`config.mk`:
```
export PLATFORM = sky130hd
export DESIGN_NAME = sample_delay_cal
export DESIGN_NICKNAME = d
export VERILOG_FILES = /design/src/rtl/sdc_pkg.sv /design/src/rtl/sdc_timer.sv /design/src/rtl/sdc_window.sv /design/src/rtl/sdc_seq.sv /design/src/rtl/sample_delay_cal.sv
export SDC_FILE = /design/constraint.sdc
export NUM_CORES = 1
export LEC_CHECK = 0
export ABC_AREA = 1
export ABC_CLOCK_PERIOD_IN_PS = 1600
export BUFFER_PORTS_ARGS = -buffer_cell sky130_fd_sc_hd__buf_2
export CAP_MARGIN = 25
export CORE_MARGIN = 10
export CORE_UTILIZATION = 53
export CTS_BUF_LIST = sky130_fd_sc_hd__clkbuf_4 sky130_fd_sc_hd__clkbuf_8
export DETAILED_ROUTE_END_ITERATION = 7
export PLACE_DENSITY = 0.82
export SYNTH_ARGS = -nofsm -noshare
export SYNTH_HDL_FRONTEND = slang
export SYNTH_HIERARCHICAL = 1
export SYNTH_SLANG_ARGS = --single-unit
```
`constraint.sdc`:
```
create_clock -name clk -period 1.6 [get_ports clk]
set_input_delay 0.32 -clock clk [delete_from_list [all_inputs] [get_ports clk]]
set_output_delay 0.32 -clock clk [all_outputs]
set_load 0.01 [all_outputs]
```
`src/rtl/sdc_pkg.sv`:
```
package sdc_pkg;
  typedef enum logic [2:0] {
    ST_IDLE,
    ST_REQ,
    ST_WAIT,
    ST_PICK,
    ST_DONE
  } sdc_state_e;
endpackage

```
`src/rtl/sdc_timer.sv`:
```
module sdc_timer #(
  parameter int LIMIT = 255
) (
  input  logic clk,
  input  logic rst_n,
  input  logic clr_i,
  input  logic en_i,
  output logic last_o
);
  localparam int CW = (LIMIT < 2) ? 1 : $clog2(LIMIT);

  logic [CW-1:0] cnt_q;

  assign last_o = (cnt_q == CW'(LIMIT - 1));

  always_ff @(posedge clk or negedge rst_n) begin
    if (!rst_n)             cnt_q <= '0;
    else if (clr_i)         cnt_q <= '0;
    else if (en_i && !last_o) cnt_q <= cnt_q + 1'b1;
  end
endmodule

```
`src/rtl/sdc_window.sv`:
```
module sdc_window #(
  parameter int NUM_TAPS = 4,
  localparam int TAP_W = (NUM_TAPS < 2) ? 1 : $clog2(NUM_TAPS)
) (
  input  logic [NUM_TAPS-1:0] mask_i,
  output logic                usable_o,
  output logic [TAP_W-1:0]    centre_o
);
  logic [TAP_W-1:0]    lo, hi;
  logic [NUM_TAPS-1:0] aligned, bumped;
  logic [TAP_W:0]      span_sum;

  always_comb begin
    lo = '0;
    hi = '0;
    for (int i = NUM_TAPS - 1; i >= 0; i--) begin
      if (mask_i[i]) lo = TAP_W'(i);
    end
    for (int i = 0; i < NUM_TAPS; i++) begin
      if (mask_i[i]) hi = TAP_W'(i);
    end
    aligned  = mask_i >> lo;
    bumped   = aligned + 1'b1;
    usable_o = (|mask_i) && ((aligned & bumped) == '0);
    span_sum = {1'b0, lo} + {1'b0, hi};
    centre_o = span_sum[TAP_W:1];
  end
endmodule

```
`src/rtl/sdc_seq.sv`:
```
module sdc_seq
  import sdc_pkg::*;
#(
  parameter int          NUM_TAPS = 4,
  parameter int          DATA_W   = 16,
  parameter logic [DATA_W-1:0] EXPECT = 16'h5AA5,
  localparam int TAP_W = (NUM_TAPS < 2) ? 1 : $clog2(NUM_TAPS)
) (
  input  logic                clk,
  input  logic                rst_n,
  input  logic                start_i,
  input  logic                req_ready_i,
  input  logic                resp_valid_i,
  input  logic [DATA_W-1:0]   resp_data_i,
  input  logic                tmo_last_i,
  input  logic                usable_i,
  input  logic [TAP_W-1:0]    centre_i,
  output logic                tmo_clr_o,
  output logic                tmo_en_o,
  output logic                req_valid_o,
  output logic                resp_ready_o,
  output logic [TAP_W-1:0]    tap_o,
  output logic [NUM_TAPS-1:0] mask_o,
  output logic                done_o,
  output logic                err_o,
  output logic                busy_o
);
  sdc_state_e          state_q;
  logic [TAP_W-1:0]    idx_q;
  logic [TAP_W-1:0]    tap_q;
  logic [NUM_TAPS-1:0] mask_q;
  logic                err_q;
  logic                last_step;
  logic                step_end;

  assign last_step = (idx_q == TAP_W'(NUM_TAPS - 1));
  assign step_end  = (state_q == ST_WAIT) && (resp_valid_i || tmo_last_i);

  assign req_valid_o  = (state_q == ST_REQ);
  assign resp_ready_o = (state_q == ST_WAIT);
  assign tmo_clr_o    = (state_q != ST_WAIT);
  assign tmo_en_o     = (state_q == ST_WAIT) && !resp_valid_i;
  assign done_o       = (state_q == ST_DONE);
  assign busy_o       = (state_q != ST_IDLE);
  assign tap_o        = tap_q;
  assign mask_o       = mask_q;
  assign err_o        = err_q;

  always_ff @(posedge clk or negedge rst_n) begin
    if (!rst_n) begin
      state_q <= ST_IDLE;
      idx_q   <= '0;
      tap_q   <= '0;
      mask_q  <= '0;
      err_q   <= 1'b0;
    end else begin
      unique case (state_q)
        ST_IDLE: begin
          if (start_i) begin
            idx_q   <= '0;
            tap_q   <= '0;
            mask_q  <= '0;
            err_q   <= 1'b0;
            state_q <= ST_REQ;
          end
        end
        ST_REQ: begin
          if (req_ready_i) state_q <= ST_WAIT;
        end
        ST_WAIT: begin
          // a reply in the final window cycle is judged, not timed out
          if (resp_valid_i) mask_q[idx_q] <= (resp_data_i == EXPECT);
          if (step_end) begin
            if (last_step) begin
              state_q <= ST_PICK;
            end else begin
              idx_q   <= idx_q + 1'b1;
              tap_q   <= idx_q + 1'b1;
              state_q <= ST_REQ;
            end
          end
        end
        ST_PICK: begin
          tap_q   <= usable_i ? centre_i : '0;
          err_q   <= !usable_i;
          state_q <= ST_DONE;
        end
        ST_DONE: state_q <= ST_IDLE;
        default: state_q <= ST_IDLE;
      endcase
    end
  end
endmodule

```
`src/rtl/sample_delay_cal.sv`:
```
module sample_delay_cal #(
  parameter int                NUM_TAPS  = 4,
  parameter int                ADDR_W    = 16,
  parameter int                DATA_W    = 16,
  parameter logic [ADDR_W-1:0] TEST_ADDR = 16'h00A0,
  parameter logic [DATA_W-1:0] EXPECT    = 16'h5AA5,
  parameter int                TIMEOUT   = 255,
  localparam int TAP_W = (NUM_TAPS < 2) ? 1 : $clog2(NUM_TAPS)
) (
  input  logic                clk,
  input  logic                rst_n,
  input  logic                start_i,
  output logic                req_valid_o,
  input  logic                req_ready_i,
  output logic [ADDR_W-1:0]   req_addr_o,
  input  logic                resp_valid_i,
  output logic                resp_ready_o,
  input  logic [DATA_W-1:0]   resp_data_i,
  output logic [TAP_W-1:0]    tap_o,
  output logic [NUM_TAPS-1:0] pass_mask_o,
  output logic                done_o,
  output logic                err_o,
  output logic                busy_o
);
  logic             tmo_clr, tmo_en, tmo_last;
  logic             usable;
  logic [TAP_W-1:0] centre;

  assign req_addr_o = TEST_ADDR;

  sdc_timer #(.LIMIT(TIMEOUT)) u_timer (
    .clk    (clk),
    .rst_n  (rst_n),
    .clr_i  (tmo_clr),
    .en_i   (tmo_en),
    .last_o (tmo_last)
  );

  sdc_window #(.NUM_TAPS(NUM_TAPS)) u_window (
    .mask_i   (pass_mask_o),
    .usable_o (usable),
    .centre_o (centre)
  );

  sdc_seq #(
    .NUM_TAPS (NUM_TAPS),
    .DATA_W   (DATA_W),
    .EXPECT   (EXPECT)
  ) u_seq (
    .clk          (clk),
    .rst_n        (rst_n),
    .start_i      (start_i),
    .req_ready_i  (req_ready_i),
    .resp_valid_i (resp_valid_i),
    .resp_data_i  (resp_data_i),
    .tmo_last_i   (tmo_last),
    .usable_i     (usable),
    .centre_i     (centre),
    .tmo_clr_o    (tmo_clr),
    .tmo_en_o     (tmo_en),
    .req_valid_o  (req_valid_o),
    .resp_ready_o (resp_ready_o),
    .tap_o        (tap_o),
    .mask_o       (pass_mask_o),
    .done_o       (done_o),
    .err_o        (err_o),
    .busy_o       (busy_o)
  );
endmodule

```
# == Word level (Yosys, flattened, before mapping) ==
# Cells that the tools add are included.
# totals
register_bits,20
out_inout_bits,27
input_bits,21
# classes
shifts,1
addsub,4
n_eq_ne,13
n_bitwise,1
mux,28
reduce_logical,22
order_cmp,2
# op_table
cell,count
$mux W2,11
$eq A16 B15 Y1 const B,1
$mux W8,2
$pmux W3 S4,1
$mux W3,3
$add A8 B1 Y8 const B,1
$eq A8 B8 Y1 const B,1
$mux W4,2
$pmux W4 S2,1
$reduce_and A4 Y1,2
$eq A3 B2 Y1 const B,2
$ne A2 B2 Y1 const B,3
$pmux W2 S3,1
$reduce_and A3 Y1,2
$reduce_bool A2 Y1,3
$reduce_bool A3 Y1,2
$logic_and A1 B1 Y1,5
$add A4 B1 Y4 const B,1
$and A4 B4 Y4,1
$bwmux W4,1
$logic_not A4 Y1,1
$ne A2 B1 Y1 const B,2
$pmux W2 S2,1
$reduce_or A4 Y1,1
16 further kinds,20

# == Depth between registers and ports, before layout ==
# Gate-level depths: netlist of the first run.
# logic_depth
word_depth,11
depth_mapped,13
ltp_nobuf,13

# == Hierarchy ==
# Netlist of the first run, hierarchy kept.
# modules_own_cells
module,area_each_um2,instances,cells_per_inst
sdc_seq,828.3,1,120
sdc_timer,510.5,1,71
sample_delay_cal,127.6,1,18
sdc_window,80.1,1,14

# == Worst setup path before layout of the first run ==
# No wires, ideal clock.
# synth_path
kind,reg2reg
start,register u_seq.mask_q[3] (netlist: u_seq/mask_o[3])
end,register u_seq.tap_q[0] (netlist: u_seq/tap_o[0])
arrival_time_ns,1.413
path_slack_ns,0.071
path_stages_with_launch,10
synth_period_minus_slack_ns,1.529
path_buffers,0
t_required_ns,1.484
setup_ns,0.116
path_cell_list,dfrtp_1 -> nor2_2 -> inv_2 -> nand2_1 -> inv_1 -> fa_1 -> nand2_1 -> o21ai_0 -> nand2_1 -> nand2_1
# synth_lines
item,line,rtl
start: declaration,sdc_seq.sv:31,logic [NUM_TAPS-1:0] mask_q;
start signal: indexed assignment,sdc_seq.sv:72,if (resp_valid_i) mask_q[idx_q] <= (resp_data_i == EXPECT);
$mux W2 (4 in series),sdc_window.sv:17,if (mask_i[i]) lo = TAP_W'(i);
$add A2 B2 Y3 *,sdc_window.sv:25,"span_sum = {1'b0, lo} + {1'b0, hi};"
via centre[0],sample_delay_cal.sv:27,logic [TAP_W-1:0] centre;
$mux W2 *,sdc_seq.sv:84,tap_q <= usable_i ? centre_i : '0;
$pmux W2 S3 *,sdc_seq.sv:57,unique case (state_q)
end signal: assignment,sdc_seq.sv:78,tap_q <= idx_q + 1'b1;
end signal: assignment,sdc_seq.sv:84,
end: declaration,sdc_seq.sv:30,logic [TAP_W-1:0] tap_q;
# Mark *: on every way through the listed nets, which the timed path passes. The rest lies on a longest branch.
# A chain may end at the register's enable or synchronous reset.

# == Worst setup path after layout of the first run ==
# layout_path
start,register u_seq.state_q[2]
end,output busy_o
# layout_via
elab_chain_len,1
# layout_lines
item,line,rtl
start: declaration,sdc_seq.sv:28,sdc_state_e state_q;
start signal: assignment,sdc_seq.sv:51,state_q <= ST_IDLE;
start signal: assignment,sdc_seq.sv:64,state_q <= ST_REQ;
start signal: assignment,sdc_seq.sv:68,if (req_ready_i) state_q <= ST_WAIT;
$reduce_bool A3 Y1,sdc_seq.sv:44,assign busy_o = (state_q != ST_IDLE);
end: declaration,sample_delay_cal.sv:23,output logic busy_o
# Every way passes these cells.

==> impl_metrics.toml, run 1 <==
[logic_synthesis]
synth.distinct_cells = 26
ys_seq_area_share_pct = 32.36
synth_top_area_cell = "dfrtp_1"
avgSynthCellArea_um2 = 6.935
synth-seq-cells = 20
yosysWarningCount = 6
netlist_instances = 223
ys_top_cells_by_area = "dfrtp_1 (32%), nand2_1 (16%), buf_4 (7.8%)"
synth_area_um2 = 1546
synth_top_area_share_pct = 32.36

[routing]
dr.pass1.iters = 4
routed-via-count = 1503
drtIter0Drc = 89
wire_per_inst_um = 12.77
avgViaCountPerCell = 4.896
drcViolationCount = 0
wl_mm = 3.920
ant_nets = 0

[power_and_ir_drop]
p_per_area_nw_per_um2 = 1194
p_clk_share_pct = 13.4
seqPwrFrac_pct = 30.0
netSwitchingPower_w = 0.001021
comb_power_share_pct = 56.6
p_leak_nw = 1.083
ir_worst_vdd_v = 0.001327
intPower_w = 0.001278
p_sw_share_pct = 44.40
totalPowerFinal_w = 0.002299

[clock_tree]
cts_max_level = 1
cts_buffers = 3
clock_path_buffers = 2
path_clk_slew_ps = 120
clkSinkCount = 20
clock_latency_ps = 320
cts_tree = "yes"
cts_root_buf = "clkbuf_4"

[setup_path]
rr_worst_depth = 8
cp_data_required_time_ps = 1280
crit_path_end_kind = "output port"
rr_endpoint = "u_seq/tap_o[0]$_DFFE_PN0P_"
worst-endpoint-arrival_ps = 1300
cp_max_fo = 4
path_class = "register to output port"
reg2reg_from = "u_seq/mask_o[3]$_DFFE_PN0P_"
critPathLaunchType = "register"
reg2reg_slack_ps = -10

[outcome]
violations = "negative setup slack"
outcome = "finished with violations"

[sta]
fin_crit_ps = 1616
period_share_pct = 101.0
slew_viol_final = 0
hold_ws_ps = 314.9
hold_viol = 0
rsz0062_at_grt = "true"
final.setup.worst_slack_ps = -15.90
finalSetupViolCount = 2
tns_ps = -28.80
skew_ps = 9.962
fmax_mhz = 618.8

[finish]
syn2layout_area_growth_pct = 24.51
drive_above_1_share_pct = 34.06
nets = 305
design_area_um2 = 1926
final_cells = 307
num_antenna_cells = 0

[grt]
grt_pass1_wl_mm = 5.816
grt_pass1_vias = 1292
antenna_found_initial = 0
grt_max_degree = 21
overflow = 0
grt.total_usage_pct = 13.05

[run]
maxCapViolCount = 0

[die]
fp-row-count = 19
die_w_um = 74.02
ios = 48
core_um2 = 2781
dieArea_um2 = 5478
die_h_um = 74.02
start_util_pct = 55.60

[placed_design]
place_congestion = 0.8450
placed_cells = 286
io_buffer_count = 31
post_dp_cell_area_um2 = 1692
hpwl_mm = 2.802

[min_path]
whs_path_depth = 4
holdPathEnd = "u_seq/state_q[1]$_DFFE_PN0P_"
hold_path.class = "input port to register"
min-delay-start = "resp_valid_i"
==> worst max-delay path by stage <==
stage | slack, ps | startpoint | depth (start not counted) | to
2_1_floorplan | 70 | u_seq/mask_o[3]$_DFFE_PN0P_ | 9 | u_seq/tap_o[0]$_DFFE_PN0P_
3_3_place_gp | 70 | u_seq/mask_o[3]$_DFFE_PN0P_ | 9 | u_seq/tap_o[0]$_DFFE_PN0P_
3_5_place_dp | -2 | u_seq/mask_o[3]$_DFFE_PN0P_ | 9 | u_seq/tap_o[0]$_DFFE_PN0P_
4_1_cts | -30 | u_seq/state_q[0]$_DFFE_PN0P_ | 5 | busy_o
5_1_grt | -90 | u_seq/mask_o[2]$_DFFE_PN0P_ | 9 | u_seq/tap_o[0]$_DFFE_PN0P_
6_report | -20 | u_seq/state_q[2]$_DFFE_PN0P_ | 5 | busy_o
==> metal layers <==
layer  vias to the layer above  track usage [%]  part of all wire [%]
met5                         -                0                     0
met4                         0            3.106                   1.5
met3                         8            4.122                   7.6
met2                        48            23.48                    54
met1                       685            14.54                    37
li1                        762                -                     -
==> critical path: stages, from the launching register on <==
cell and delay, ps:
dfrtp_2 460, inv_2 110, nand2_4 70, nor2_4 150, inv_2 70, buf_6 120
==> registers in the layout (all words and copies together) (netlist names) <==
signal / count
u_seq/idx_q: 2
u_seq/tap_o: 2
u_seq/state_q: 3
u_seq/mask_o: 4
u_timer/cnt_q: 8
u_seq/err_o: 1
==> per-stage QoR <==
step	setup slack [ps]	utilization [%]
global route	-91.31	69.23
detailed placement	-1.908	60.82
global placement	69.16	60.82
CTS	-30.46	63.29
floorplan	70.87	-
finish	-15.90	69.23
==> layout make-up <==
cell class	instances	area, um2
multi-input cells	168	875.8
fillers	225	855.8
flip-flops and latches	20	505.5
repair buffers	52	335.3
inverters	32	133.9
well taps	31	38.79
clock buffers	4	36.28
==> Yosys cell counts <==
library cell,number
conb_1,2
o21ai_2,1
inv_2,4
clkinv_4,1
nor2_2,6
a21boi_1,1
o21bai_1,1
nor3_4,1
nor3_1,1
nor2_1,24
buf_6,1
nor2_4,1
nand3_1,12
dfrtp_1,20
nand2_1,64
xor2_1,3
nand2_2,10
buf_4,16
nand4_1,6
fa_1,1
inv_1,27
ha_1,6
o21ai_1,1
a21oi_1,3
nand2_4,1
o21ai_0,9
==> power by group through the flow <==
stage / Clock, W / Combinational [W] / Sequential, W
after floorplan: 0 / 0.000684 / 0.000691
after global placement: 0 / 0.000905 / 0.000695
after detailed placement: 0 / 0.000926 / 0.000693
after CTS: 0.000322 / 0.000957 / 0.000695
after global routing: 0.000341 / 0.00143 / 0.000700
final: 0.000308 / 0.00130 / 0.000690
==> timing repair <==
action                                 in CTS  in global routing
resized for setup                           4                 21
setup buffers                               2                 14
pin swaps                                   1                  9
endpoints found under the hold margin      20                  0
setup endpoints to repair                   4                 12
hold buffers                                1                  0
==> cell usage in the layout, fill, tap and decap left out <==
cell type / netlist / final
a21oi_2: 0 / 1
conb_1: 2 / 16
nand2_1: 64 / 63
fa_1: 1 / 1
buf_6: 1 / 4
nor2_4: 1 / 3
a21oi_1: 3 / 2
nor3_1: 1 / 1
buf_4: 16 / 18
nor2_1: 24 / 23
dlygate4sd3_1: 0 / 1
o21ai_0: 9 / 8
nand2_4: 1 / 3
o21bai_1: 1 / 1
clkinv_4: 1 / 1
inv_2: 4 / 7
o21ai_2: 1 / 1
o21ai_1: 1 / 2
ha_1: 6 / 6
inv_4: 0 / 2
inv_1: 27 / 21
nand2_2: 10 / 9
nand3_1: 12 / 11
nor3_4: 1 / 1
nor2_2: 6 / 5
xor2_1: 3 / 3
a21boi_1: 1 / 1
dfrtp_1: 20 / 16
clkinvlp_4: 0 / 1
nand4_1: 6 / 6
clkbuf_8: 0 / 1
clkbuf_4: 0 / 3
buf_2: 0 / 29
nand3_2: 0 / 1
dfrtp_2: 0 / 4
==> kinds of logic after synthesis <==
kind of cell    after synthesis  share of synthesized area [%]
other cells                   2                         0.4856
buf+inv                      49                          16.59
compound gates               16                          5.744
fa+ha+maj                     7                          6.149
flops                        20                          32.36
xor+xnor                      3                          1.699
simple gates                126                          36.97
Note: power is estimated with default switching activity, not from simulation.
==> inputs of run 2 (changes only) <==
--- a/config.mk
+++ b/config.mk
@@ -6,14 +6,14 @@
 export NUM_CORES = 1
 export LEC_CHECK = 0
 export ABC_AREA = 1
-export ABC_CLOCK_PERIOD_IN_PS = 1600
+export ABC_CLOCK_PERIOD_IN_PS = 1900
 export BUFFER_PORTS_ARGS = -buffer_cell sky130_fd_sc_hd__buf_2
 export CAP_MARGIN = 25
 export CORE_MARGIN = 10
-export CORE_UTILIZATION = 53
+export CORE_UTILIZATION = 55
 export CTS_BUF_LIST = sky130_fd_sc_hd__clkbuf_4 sky130_fd_sc_hd__clkbuf_8
 export DETAILED_ROUTE_END_ITERATION = 7
-export PLACE_DENSITY = 0.82
+export PLACE_DENSITY = 0.95
 export SYNTH_ARGS = -nofsm -noshare
 export SYNTH_HDL_FRONTEND = slang
 export SYNTH_HIERARCHICAL = 1
==> constraint.sdc (replaced) <==
create_clock -name clk -period 1.9 [get_ports clk]
set_input_delay 0.38 -clock clk [delete_from_list [all_inputs] [get_ports clk]]
set_output_delay 0.38 -clock clk [all_outputs]
set_load 0.01 [all_outputs]
==> impl_metrics.toml, run 2 (synthesis results as in run 1) <==
[placed_design]
placed_cells = 283
post_dp_cell_area_um2 = 1669
io_buffer_count = 31
hpwl_mm = 2.816
place_congestion = 0.8667

[sta]
tns_ps = 0
skew_ps = 10.75
fmax_mhz = 561.1
fin_crit_ps = 1782
slew_viol_final = 0
hold_viol = 4
finalSetupViolCount = 0
hold_ws_ps = -1.745
period_share_pct = 93.81
rsz0062_at_grt = "false"

[finish]
final_common_cell = "nand2_1"
largest_reg_flops = 8
design_area_um2 = 1727
top_register = "u_timer/cnt_q"
syn2layout_area_growth_pct = 11.65
nets = 285
num_antenna_cells = 0
final_cell_mix = "nand2_1 (64), buf_2 (31), inv_1 (27)"
final_cells = 287
drive_above_1_share_pct = 23.83

[outcome]
outcome = "finished with violations"
violations = "negative hold slack"

[routing]
wl_mm = 3.390
dr.pass1.iters = 4
drtIter0Drc = 77
routed-via-count = 1370
avgViaCountPerCell = 4.774
ant_nets = 0
wire_per_inst_um = 11.81
drcViolationCount = 0

[run]
maxCapViolCount = 0

[power_and_ir_drop]
p_leak_nw = 0.9925
p_sw_share_pct = 43.48
seqPwrFrac_pct = 34.0
netSwitchingPower_w = 0.0007412
intPower_w = 0.0009634
p_clk_share_pct = 20.6
ir_worst_vdd_v = 0.0009224
comb_power_share_pct = 45.4
totalPowerFinal_w = 0.001705
p_per_area_nw_per_um2 = 987.2

[clock_tree]
cts_tree = "yes"
cts_root_buf = "clkbuf_4"
clkSinkCount = 20
cts_buffers = 3
path_clk_slew_ps = 120
clock_path_buffers = 2
cts_max_level = 1
clock_latency_ps = 310

[grt]
grt_pass1_wl_mm = 5.802
overflow = 0
grt_max_degree = 21
antenna_found_initial = 0
grt_pass1_vias = 1361
grt.total_usage_pct = 13.10

[die]
die_h_um = 73.03
core_um2 = 2734
start_util_pct = 56.57
ios = 48
fp-row-count = 19
dieArea_um2 = 5333
die_w_um = 73.03

[setup_path]
rr_endpoint = "u_seq/tap_o[0]$_DFFE_PN0P_"
cp_data_required_time_ps = 1520
reg2reg_slack_ps = 280
reg2reg_from = "u_seq/mask_o[3]$_DFFE_PN0P_"
critPathLaunchType = "register"
worst-endpoint-arrival_ps = 1400
rr_worst_depth = 9
crit_path_end_kind = "output port"
cp_max_fo = 4
path_class = "register to output port"

[min_path]
hold_path.class = "input port to async pin"
==> run 2: cell count changes in the layout (fill, tap and decap cells not counted), moves of 2 or more <==
| cell | previous run | this run |
|---|---|---|
| nand2_4 | 3 | 1 |
| buf_6 | 4 | 0 |
| buf_2 | 29 | 31 |
| dfrtp_1 | 16 | 20 |
| inv_1 | 21 | 27 |
| inv_2 | 7 | 4 |
| buf_4 | 18 | 1 |
| dfrtp_2 | 4 | 0 |
| inv_4 | 2 | 0 |
==> run 2: area by class of cell <==
class	count	area, um2
Clock inverter	1	30.03
Sequential cell	20	500.5
Fill cell	244	1007
Tap cell	31	38.79
Clock buffer	3	22.52
Timing Repair Buffer	32	162.7
Multi-Input combinational cell	168	847.1
Inverter	32	125.1
==> run 2: worst max-delay path by stage <==
stage	from	endpoint	depth (start not counted)
detailed placement	u_seq/mask_o[3]$_DFFE_PN0P_	u_seq/tap_o[0]$_DFFE_PN0P_	9
global placement	u_seq/mask_o[3]$_DFFE_PN0P_	u_seq/tap_o[0]$_DFFE_PN0P_	9
global route	u_seq/state_q[2]$_DFFE_PN0P_	busy_o	5
CTS	u_seq/state_q[2]$_DFFE_PN0P_	busy_o	5
floorplan	u_seq/mask_o[3]$_DFFE_PN0P_	u_seq/tap_o[0]$_DFFE_PN0P_	9
finish	u_seq/state_q[2]$_DFFE_PN0P_	busy_o	5
==> run 2: power by group through the flow <==
stage | Clock [W] | Sequential (W) | Combinational, W
2_1_floorplan | 0 | 0.000582 | 0.000576
3_3_place_gp | 0 | 0.000584 | 0.000734
3_5_place_dp | 0 | 0.000585 | 0.000763
4_1_cts | 0.000359 | 0.000578 | 0.000765
5_1_grt | 0.000370 | 0.000594 | 0.000882
6_report | 0.000350 | 0.000580 | 0.000774
==> run 2: per-stage QoR <==
step | hold slack (ps) | setup slack (ps) | util [%]
6_report | -1.745 | 117.7 | 63.16
5_1_grt | 4.591 | 19.22 | 63.16
4_1_cts | 2.182 | 72.99 | 62.97
3_5_place_dp | 361.8 | 283.0 | 61.05
3_3_place_gp | 350.0 | 356.8 | 61.05
2_1_floorplan | 84.41 | 370.9 | -
==> run 2: what timing repair did <==
action / in CTS / in global routing
hold buffers: 0 / 0
endpoints found under the hold margin: 0 / 0
endpoints found under the setup margin: 0 / 1
setup buffers: 0 / 0
resized for setup: 0 / 1
==> run 2: metal layers <==
metal | GRT usage, % | vias up | share of wire [%]
met5 | 0 | - | 0
met4 | 3.797 | 0 | 0.68
met3 | 3.537 | 4 | 7.3
met2 | 24.55 | 37 | 55
met1 | 13.68 | 610 | 37
li1 | - | 719 | -
==> run 2: critical path, stage by stage (launching register included) <==
cell	delay (ps)
dfrtp_1	460
inv_1	160
nand2_2	90
nor2_4	130
inv_1	90
buf_2	140
==> inputs of run 3 (changes only) <==
--- a/config.mk
+++ b/config.mk
@@ -16,5 +16,4 @@
 export PLACE_DENSITY = 0.95
 export SYNTH_ARGS = -nofsm -noshare
 export SYNTH_HDL_FRONTEND = slang
-export SYNTH_HIERARCHICAL = 1
 export SYNTH_SLANG_ARGS = --single-unit
==> impl_metrics.toml, run 3 <==
[sta]
final.setup.worst_slack_ps = 175.9
hold_viol = 10
tns_ps = 0
rsz0062_at_grt = "false"
hold_ws_ps = -6.345
finalSetupViolCount = 0
skew_ps = 6.707
slew_viol_final = 0
period_share_pct = 90.74
fmax_mhz = 580.0
fin_crit_ps = 1724

[setup_path]
cp_max_fo = 9
worst-endpoint-arrival_ps = 1340
crit_path_end_kind = "output port"
cp_data_required_time_ps = 1520
critPathLaunchType = "register"
path_class = "register to output port"

[placed_design]
hpwl_mm = 2.639
post-place-ws_ps = 269.7
post_dp_cell_area_um2 = 1578
place_congestion = 0.8761
io_buffer_count = 31

[clock_tree]
cts_root_buf = "clkbuf_4"
postCtsHoldBufs = 0
clock_latency_ps = 310
postCtsSetupRepairBufs = 0
cts.repair.resized = 0
cts_max_level = 1
cts_tree = "yes"
path_clk_slew_ps = 110
clkSinkCount = 20
clock_path_buffers = 2
cts_buffers = 3

[routing]
wire_per_inst_um = 12.58
dr.pass1.iters = 4
avgViaCountPerCell = 5.004
ant_nets = 0
drtIter0Drc = 62
drcViolationCount = 0
routed-via-count = 1316
wl_mm = 3.308

[power_and_ir_drop]
p_per_area_nw_per_um2 = 1019
ir_worst_vdd_v = 0.0006354
p_leak_nw = 0.9278

[logic_synthesis]
synth.distinct_cells = 26
netlist_instances = 201
synth_edf_count = 0
ys_top_cells_by_area = "dfrtp_1 (34%), nand2_1 (16%), buf_4 (8.3%)"
synth-seq-cells = 20
synth_top_area_share_pct = 34.45
synth_commonest_cells = "nand2_1 (63), inv_1 (23), dfrtp_1 (20)"
synth_top_area_cell = "dfrtp_1"
avgSynthCellArea_um2 = 7.227
synth-main-ff-cell = "dfrtp_1"
ys_seq_area_share_pct = 34.45
synth_area_um2 = 1453
ys_async_sr_fraction_pct = 100.0
yosysMostFrequentCell = "nand2_1"
yosysWarningCount = 0

[die]
core_um2 = 2500
start_util_pct = 58.11
die_w_um = 71.39
fp-row-count = 18
dieArea_um2 = 5097
ios = 48
die_h_um = 71.39

[finish]
nFillCells = 218
final_common_cell = "nand2_1"
top_register = "u_timer.cnt_q"
num_antenna_cells = 0
drive_above_1_share_pct = 20.17
design_area_um2 = 1600
nets = 263
largest_reg_flops = 8
final_cell_mix = "nand2_1 (63), buf_2 (31), inv_1 (23)"
syn2layout_area_growth_pct = 10.16

[run]
maxCapViolCount = 0

[grt]
grt.total_usage_pct = 13.28
grt_max_degree = 21
antenna_found_initial = 0
overflow = 0
grt_pass1_vias = 1308
grt_pass1_wl_mm = 5.623

[min_path]
hold_path.class = "input port to async pin"

[outcome]
violations = "negative hold slack"
outcome = "finished with violations"
[run 3: worst max-delay path: stages, from the launching register on]
cell,delay (ps)
dfrtp_1,470
nor2_4,190
nand2_4,120
inv_6,120
buf_2,140
[run 3: kinds of logic after synthesis]
logic type,count (synthesis),share of synthesized area [%]
adders and majority gates,7,6.546
other,2,0.5170
buffers and inverters,41,15.25
xor gates and xnor gates,3,1.809
DFF,20,34.45
AOI/OAI and AO/OA,15,6.029
and+or+nand+nor,113,35.40
[run 3: final timing paths]
kind                                         startpoint                           end  slack (ps)  cells past startpoint
min in group clk                            req_ready_i  u_seq.state_q[0]$_DFFE_PN0P_         280                      2
setup / recovery           u_seq.state_q[0]$_DFFE_PN0P_                  resp_ready_o         180                      4
hold / removal                                    rst_n   u_seq.mask_o[1]$_DFFE_PN0P_          -6                      1
max in group asynchronous                         rst_n  u_timer.cnt_q[6]$_DFFE_PN0P_        1600                      1
setup reg to reg            u_seq.mask_o[2]$_DFFE_PN0P_    u_seq.tap_o[0]$_DFFE_PN0P_         240                     11
hold reg to reg                 u_seq.err_o$_DFFE_PN0P_       u_seq.err_o$_DFFE_PN0P_         520                      2
[run 3: routing by layer]
metal	vias to the layer above	GRT usage, %	wire length (um)
li1	661	-	-
met1	617	13.90	1384
met2	34	22.65	1665
met3	4	4.959	211
met4	0	6.882	46
met5	-	0	0
[run 3: per-stage QoR]
| stage | total power (W) | utilization [%] | std cells | hold WS (ps) |
|---|---|---|---|---|
| floorplan | 0.001206 | - | 215 | 84.41 |
| global placement | 0.001393 | 63.11 | 260 | 346.3 |
| detailed placement | 0.001422 | 63.11 | 260 | 355.1 |
| CTS | 0.001631 | 64.01 | 263 | 17.97 |
| global route | 0.001784 | 64.01 | 263 | 20.17 |
| finish | 0.001630 | 64.01 | 263 | -6.345 |
[run 3: where the power goes]
| part | internal [W] | total, W | switching [W] | leakage, nW |
|---|---|---|---|---|
| clock | 0.0000742 | 0.000207 | 0.000133 | 0.0138 |
| sequential | 0.000510 | 0.000598 | 0.0000881 | 0.272 |
| combinational | 0.000273 | 0.000825 | 0.000552 | 0.642 |
[run 3: layout make-up]
type,instances,area [um2],share of cell area (%)
timing repair buffer,31,155.1,9.695
inverter,25,101.3,6.333
sequential,20,500.5,31.27
clock buffer,3,22.52,1.407
tap,30,37.54,2.346
multi-input combinational,154,783.3,48.94
